### src/rtl/flash_perm_pkg.sv
package flash_perm_pkg;

  parameter int unsigned FP_PAGE_W = 9;
  parameter int unsigned FP_SIZE_W = 10;

  typedef enum logic [1:0] {
    FP_READ   = 2'd0,
    FP_PROG   = 2'd1,
    FP_PERASE = 2'd2,
    FP_BERASE = 2'd3
  } fp_op_e;

  typedef struct packed {
    logic en;
    logic rd;
    logic pg;
    logic er;
  } fp_rights_t;

  typedef struct packed {
    fp_rights_t                r;
    logic [FP_SIZE_W-1:0]      size;
    logic [FP_PAGE_W-1:0]      base;
  } fp_region_t;

  // base <= page < base + size, evaluated one bit wider than the size field
  function automatic logic fp_in_window(logic [FP_PAGE_W-1:0] page,
                                        logic [FP_PAGE_W-1:0] base,
                                        logic [FP_SIZE_W-1:0] size);
    logic [FP_SIZE_W:0] p, lo, hi;
    p  = (FP_SIZE_W+1)'(page);
    lo = (FP_SIZE_W+1)'(base);
    hi = lo + (FP_SIZE_W+1)'(size);
    return (p >= lo) && (p < hi);
  endfunction

  // Right selected by the operation; bank erase is never granted here
  function automatic logic fp_pick(fp_rights_t r, fp_op_e op);
    case (op)
      FP_READ:   return r.rd;
      FP_PROG:   return r.pg;
      FP_PERASE: return r.er;
      default:   return 1'b0;
    endcase
  endfunction

endpackage

### src/rtl/flash_perm_cfg.sv
module flash_perm_cfg
  import flash_perm_pkg::*;
#(
  parameter int NREG   = 8,
  parameter int NBANK  = 2,
  parameter int NINFO  = 4,
  parameter int ADDR_W = 5
) (
  input  logic              clk,
  input  logic              rst_n,
  input  logic              we,
  input  logic [ADDR_W-1:0] addr,
  input  logic [31:0]       wdata,
  output fp_region_t        region_q [NREG],
  output fp_rights_t        info_q   [NBANK*NINFO],
  output fp_rights_t        dflt_q,
  output logic [NBANK-1:0]  berase_q,
  output logic              region_open,
  output logic              bank_open
);

  localparam int NPAGE  = NBANK * NINFO;
  localparam int A_INFO = NREG;
  localparam int A_DFLT = A_INFO + NPAGE;
  localparam int A_BER  = A_DFLT + 1;
  localparam int A_RLK  = A_DFLT + 2;
  localparam int A_BLK  = A_DFLT + 3;
  localparam int RW     = $bits(fp_region_t);

  logic guarded_wr;
  logic bank_wr;
  assign guarded_wr = we && region_open;
  assign bank_wr    = we && bank_open;

  for (genvar g = 0; g < NREG; g++) begin : g_region
    always_ff @(posedge clk or negedge rst_n) begin
      if (!rst_n) region_q[g] <= '0;
      else if (guarded_wr && addr == ADDR_W'(g)) region_q[g] <= fp_region_t'(wdata[RW-1:0]);
    end
  end

  for (genvar g = 0; g < NPAGE; g++) begin : g_info
    always_ff @(posedge clk or negedge rst_n) begin
      if (!rst_n) info_q[g] <= '0;
      else if (guarded_wr && addr == ADDR_W'(A_INFO + g)) info_q[g] <= fp_rights_t'(wdata[3:0]);
    end
  end

  always_ff @(posedge clk or negedge rst_n) begin
    if (!rst_n) dflt_q <= '0;
    else if (guarded_wr && addr == ADDR_W'(A_DFLT)) dflt_q <= fp_rights_t'({1'b0, wdata[2:0]});
  end

  always_ff @(posedge clk or negedge rst_n) begin
    if (!rst_n) berase_q <= '0;
    else if (bank_wr && addr == ADDR_W'(A_BER)) berase_q <= wdata[NBANK-1:0];
  end

  always_ff @(posedge clk or negedge rst_n) begin
    if (!rst_n) begin
      region_open <= 1'b1;
      bank_open   <= 1'b1;
    end else if (we && !wdata[0]) begin
      if (addr == ADDR_W'(A_RLK)) region_open <= 1'b0;
      if (addr == ADDR_W'(A_BLK)) bank_open   <= 1'b0;
    end
  end

endmodule

### config.mk
export PLATFORM = sky130hd
export DESIGN_NAME = flash_perm_cfg
export DESIGN_NICKNAME = d
export VERILOG_FILES = /design/src/rtl/flash_perm_pkg.sv /design/src/rtl/flash_perm_cfg.sv
export SDC_FILE = /design/constraint.sdc
export NUM_CORES = 1
export LEC_CHECK = 0
export ABC_AREA = 0
export ABC_CLOCK_PERIOD_IN_PS = 1600
export BUFFER_PORTS_ARGS = -buffer_cell sky130_fd_sc_hd__buf_4
export CAP_MARGIN = 20
export CORE_MARGIN = 4
export CORE_UTILIZATION = 40
export DETAILED_ROUTE_END_ITERATION = 10
export PLACE_DENSITY = 0.72
export SKIP_CTS_REPAIR_TIMING = 1
export SYNTH_ARGS = -nofsm -noshare
export SYNTH_HDL_FRONTEND = slang
export SYNTH_SLANG_ARGS = --single-unit
### constraint.sdc
create_clock -name clk -period 1.6 [get_ports clk]
set_input_delay 0 -clock clk [delete_from_list [all_inputs] [get_ports clk]]
set_output_delay 0 -clock clk [all_outputs]
set_load 0.05 [all_outputs]
==> qor.yml, run 1 <==
wl_mm: 23.2
fmax_mhz: 574
wl_per_cell_microns: 21.0
fin_total_pwr_mw: 12.3
cts_tree: "built"
synth_warnings: 0
worst_setup_path_start_kind: "register"
cts_root_buffer: "clkbuf_16"
cp_slowest_cell: "dfstp_2"
drc: 0
synthFlopType: "dfrtp_1"
rows: 53
place.gp.congestion: 0.775
layout-drive-gt1-share: 0.681
grt_max_degree: 57
clk_pin_slew_worst_paths_ns: 0.06
worst-setup-path-type: "register to register"
grt_pass1_vias: 6005
die_area_sq_mm: 0.0239
htree_levels: 1
cp_data_required_time_ns: 1.99
io-pin-count: 264
grt_overflow: 0
path_cells: "and4b_1, and4b_4, clkbuf_16, mux2_4"
fin_ws_ns: -0.141
n_antenna_cell: 0
seq_power_share: 0.461
mostFrequentLayoutCell: "buf_4"
async_flop_share: 1.00
arrival_ns: 2.13
finClkSkew_ns: 0.00958
cap_violations: 0
synthesis.instances: 501
synth.net_count: 541
clock_latency_ns: 0.50
critical-path-max-stage-delay_ns: 0.54
coreArea_sq_mm: 0.0211
combPwrFrac: 0.039
initial_core_util: 0.407
syn_to_final_growth_pct: 44.4
period_share: 1.09
nNetsFinal: 852
vias: 5527
power_density_mw_per_mm2: 991
endpoint_kind: "register"
die_w_microns: 155
min_path_type: "input port to async pin"
rr_startpoint: "region_open"
layout.cells.non_filler: 1105
postRouteAntennaNets: 0
p_int_mw: 9.77
clockBufferDepth: 3
ys_ff_latch: 223
switchingPower_mw: 2.53
synth.yosys.seq_area_share: 0.650
fin_crit_ns: 1.74
antenna_found_initial: 0
worstPathMaxFanout: 7
drt_iter0_drc: 143
grt_usage: 0.185
crit_start: "region_open"
finalSetupViolations: 179
switching_share: 0.206
synth.distinct_cells: 28
leakagePower_nw: 6.78
die_h_microns: 155
finalHoldViolations: 0
dr.pass1.iters: 4
rsz0062_at_grt: "true"
mostFrequentLayoutCells: "buf_4 (262), dfrtp_1 (221), mux2_2 (192), mux2_4 (29)"
peakVddDrop_mv: 0.776
tns_ns: -12.04
via_per_inst: 5.00
drv_slew: 0
synth_area_per_cell_sq_um: 17.1
run_status: "complete, but fails checks"
dp_hpwl_mm: 16.4
grt_pass1_wl_mm: 35.2
violations: "negative setup slack"
cts.sinks: 223
cts_buffers: 24
placed_cells: 1034
synth-edff-count: 0
p_clk_frac: 0.500
syn_area_sq_mm: 0.00859
port-buffer-count: 253
[state kept, by name, indices dropped and copies added, names as in the netlist]
signal / cells
region_open: 1
info_q: 32
region_q: 184
bank_open: 1
berase_q: 2
dflt_q: 3
[through the flow]
stage | util | area (sq um) | hold WS (ns) | worst slack [ns]
floorplan | - | 8740 | -0.296 | -0.342
global placement | 0.528 | 11100 | -0.0384 | -0.0719
detailed placement | 0.528 | 11100 | -0.0320 | -0.105
CTS | 0.571 | 12100 | -0.571 | -0.169
global route | 0.588 | 12400 | 0.0244 | -0.202
finish | 0.588 | 12400 | 0.00130 | -0.141
[Yosys cell counts (2+ instances only)]
library cell,n,area share
nand3_2,3,0.0035
nand3b_4,2,0.0047
mux2_4,20,0.035
nand3_1,7,0.0041
buf_2,14,0.0082
dfrtp_1,221,0.64
mux2_2,200,0.26
clkbuf_1,5,0.0022
and2b_1,3,0.0026
buf_12,2,0.0047
and4b_1,2,0.0023
and4_1,2,0.0020
buf_6,4,0.0052
dfstp_2,2,0.0061
[worst paths after layout]
kind / endpoint / slack, ns / cells past startpoint
min reg2reg: region_q[56] / 0.51 / 1
max reg2reg: region_q[10] / -0.14 / 4
max in group asynchronous: region_q[13] / 0.94 / 3
min: region_q[172] / 0.001 / 2
min in group clk: region_q[133] / 0.05 / 5
max: region_q[10] / -0.14 / 4
[cell type report]
class                      instances  area [sq um]
fill                            1623          8680
sequential                       223          5580
multi-input combinational        251          2930
timing repair buffer             311          2630
clock buffer                      34           719
tap                              275           344
clock inverter                    10           188
inverter                           1          3.75
[cells by family after synthesis]
| group | synth area share |
|---|---|
| other cells | 0.000437 |
| buf+inv | 0.0216 |
| compound gates | 0.00160 |
| simple gates | 0.0277 |
| flops | 0.650 |
| mux | 0.299 |
[per-layer routing]
layer / wire [microns] / global-route usage / vias to the layer above
met3: 1450 / 0.0431 / 35
met4: 502 / 0.0538 / 0
met2: 11900 / 0.321 / 164
met5: 0 / 0 / -
met1: 9410 / 0.232 / 2908
li1: - / - / 2420
[power by group through the flow]
stage	registers (mW)	logic [mW]	clock network, mW
after floorplan	5.82	0.0659	0
after global placement	5.77	0.406	0
after detailed placement	5.77	0.423	0
after CTS	5.67	0.425	6.29
after global routing	5.67	0.524	6.58
final	5.67	0.475	6.15
[critical path, delay by kind of cell (launching register included)]
| family | cells | cell delay, ns |
|---|---|---|
| AND/OR/NAND/NOR | 2 | 0.58 |
| flip-flops | 1 | 0.54 |
| multiplexers | 1 | 0.30 |
| buffers and inverters | 1 | 0.19 |
Note: power is estimated with default switching activity, not from simulation.
==> inputs of run 2 (changes only) <==
ABC_AREA = 1   (was 0)
==> run 2 against run 1 <==
The flow now finishes without violations; synthesized area up 5.2%; largest power group is now registers; clock power is 9.1% lower; critical path type unchanged; global-route usage grew 4.6 points; worst hold slack improved by 0.016 ns; cell area up 1.3%; setup slack gained 0.25 ns; die area up 4.9%; cell count rose by 44%.
==> qor.yml, run 2 <==
run_status: "finished, final reports clean"
switching_share: 0.223  # +0.0176
synth.distinct_cells: 19  # -32%
p_int_mw: 9.23  # -5.5%
n_antenna_cell: 0  # unchanged
reg_top3: "region_q x184, info_q x32, dflt_q x3"
antenna_found_initial: 0  # unchanged
cts_buffers: 24  # unchanged
drv_slew: 0  # unchanged
final_area_sq_mm: 0.0126  # +1.3%
grt_max_degree: 65  # +14%
yosysMostFrequentCell: "nand2_1"
relSlewSlack: 0.600
synth_top_area_cell: "dfrtp_1"
port-buffer-count: 253  # unchanged
switchingPower_mw: 2.65  # +4.9%
syn_area_sq_mm: 0.00903  # +5.2%
worst_setup_path_start_kind: "register"
dp_slack_ns: 0.122  # +0.228 ns
drt_iter0_drc: 581  # +310%
coreArea_sq_mm: 0.0220  # +4.4%
whs_ns: 0.0173  # +0.0160 ns
n_fill_cell: 1925  # +19%
synthFlopType: "dfrtp_1"
grt_pass1_wl_mm: 45.1  # +28%
path_delay_family: "flip-flops"
p_clk_frac: 0.470  # -0.030
synth-edff-count: 0  # unchanged
place.gp.congestion: 0.828  # +6.8%
fin_total_pwr_mw: 11.9  # -3.4%
cap_violations: 0  # unchanged
synth_top_area_share: 0.612  # -0.0317
syn_to_final_growth_pct: 39.1
cts_tree: "built"
clockBufferDepth: 3  # unchanged
grt_overflow: 0  # unchanged
combPwrFrac: 0.053  # +0.014
die_area_sq_mm: 0.0250  # +4.9%
rows: 54  # +1.9%
rrSetupSlack_ns: 0.11  # +0.25 ns
finClkSkew_ns: 0.00489  # -0.00469 ns
worstMarginPinSlew_ns: 0.600
postRouteAntennaNets: 0  # unchanged
synth.net_count: 1075  # +99%
seq_power_share: 0.477  # +0.016
use_met3: 0.0560  # +0.0129
placed_area_sq_mm: 0.0115  # +2.8%
tns_ns: 0  # +12.04 ns
cts.sinks: 223  # unchanged
cp_slowest_cell: "dfstp_2"
crit_buf_inv: 2  # +1
path_cells: "nand2_1, nor2_4, buf_12, nand3_1, buf_12, nand2_1, nand2_1"
power_density_mw_per_mm2: 946  # -4.5%
synth_area_per_cell_sq_um: 8.73  # -49%
peakVddDrop_mv: 0.536  # -31%
finalHoldViolations: 0  # unchanged
mostFrequentLayoutCell: "nand2_1"
ys_ff_latch: 223  # unchanged
grt_usage: 0.231  # +0.0459
worstPathMaxFanout: 23  # +16
min_path_type: "input port to async pin"
grt_pass1_vias: 7710  # +28%
finalSetupViolations: 0  # -100%
layout-drive-gt1-share: 0.263  # -0.418
leakagePower_nw: 7.22  # +6.6%
via_per_inst: 5.08  # +1.6%
drc: 0  # unchanged
synth.yosys.seq_area_share: 0.618  # -0.0320
io-pin-count: 264  # unchanged
vias: 8109  # +47%
arrival_ns: 1.88  # -0.25 ns
clk_pin_slew_worst_paths_ns: 0.06  # about the same
wl_per_cell_microns: 18.7  # -11%
mostFrequentLayoutCells: "nand2_1 (456), buf_4 (272), dfrtp_1 (221), nand3_1 (208), dlygate4sd3_1 (30)"
htree_levels: 1  # unchanged
fin_crit_ns: 1.49  # -0.248 ns
grtUsageMet2: 0.351  # +0.0304
period_share: 0.933  # -0.155
nNetsFinal: 1340  # +57%
layout.cells.non_filler: 1595  # +44%
clock_latency_ns: 0.51  # about the same
fmax_mhz: 670  # +17%
synthesis.instances: 1035  # +110%
largest_register_ffs: 184  # unchanged
async_flop_share: 1.00  # unchanged
initial_core_util: 0.410  # +0.00282
yosys-top-cells-area: "dfrtp_1 (61%), nand2_1 (19%), nand3_1 (12%)"
gr-max-usage-layer: "met2"
cp_data_required_time_ns: 1.99  # about the same
fin_ws_ns: 0.107  # +0.248 ns
top_register: "region_q"
grt_util_met1: 0.326  # +0.0944
worst-setup-path-type: "register to register"
dr.pass1.iters: 5  # +1
synth_warnings: 0  # unchanged
path_common_cell: "nand2_1"
final_core_util: 0.570  # -0.0180
critical-path-max-stage-delay_ns: 0.53  # about the same
cts_root_buffer: "clkbuf_16"
dp_hpwl_mm: 20.1  # +23%
die_w_microns: 158  # +2.4%
wl_mm: 29.8  # +28%
placed_cells: 1524  # +47%
endpoint_kind: "register"
die_h_microns: 158  # +2.4%
yosys-top-cells-count: "nand2_1 (456), dfrtp_1 (221), nand3_1 (209)"
==> run 2: final cells by class <==
| cell class | count | area (sq um) | area share |
|---|---|---|---|
| Sequential cell | 223 | 5580 | 0.445 |
| Multi-Input combinational cell | 720 | 3040 | 0.242 |
| Timing Repair Buffer | 323 | 2760 | 0.220 |
| Clock buffer | 34 | 709 | 0.0565 |
| Tap cell | 280 | 350 | 0.0279 |
| Clock inverter | 7 | 88.8 | 0.00707 |
| Inverter | 8 | 30.0 | 0.00239 |
==> run 2: kinds of logic (layout without fill, tap and decap cells) <==
kind of cell,count (synthesis),in the layout,share of synthesized area
buffers and inverters,92,372,0.0470
other,1,1,0.000415
AOI/OAI and AO/OA,28,28,0.0158
and+or+nand+nor,691,691,0.319
DFF,223,223,0.618
==> run 2: path summary, 6_finish.rpt <==
kind,from,to,cells after the start
worst min-delay path,rst_n,info_q[16],2
min in group clk,wdata[15],region_q[176],4
max in group asynchronous,rst_n,region_q[130],3
worst max register to register,region_open,region_q[83],7
worst max-delay path,region_open,region_q[83],7
worst min register to register,region_q[24],region_q[24],2
==> run 2: power by group through the flow <==
stage / registers [mW] / logic [mW] / clock network [mW]
6_report: 5.67 / 0.626 / 5.59
5_1_grt: 5.66 / 0.677 / 5.95
4_1_cts: 5.67 / 0.573 / 5.69
3_5_place_dp: 5.77 / 0.572 / 0
3_3_place_gp: 5.77 / 0.571 / 0
2_1_floorplan: 5.82 / 0.166 / 0
==> run 2: metal layers <==
layer,up-vias,part of all wire,routed length [microns]
met3,58,0.097,2900
li1,3827,-,-
met2,378,0.46,13600
met1,3846,0.42,12500
met5,-,0,0
met4,0,0.028,833
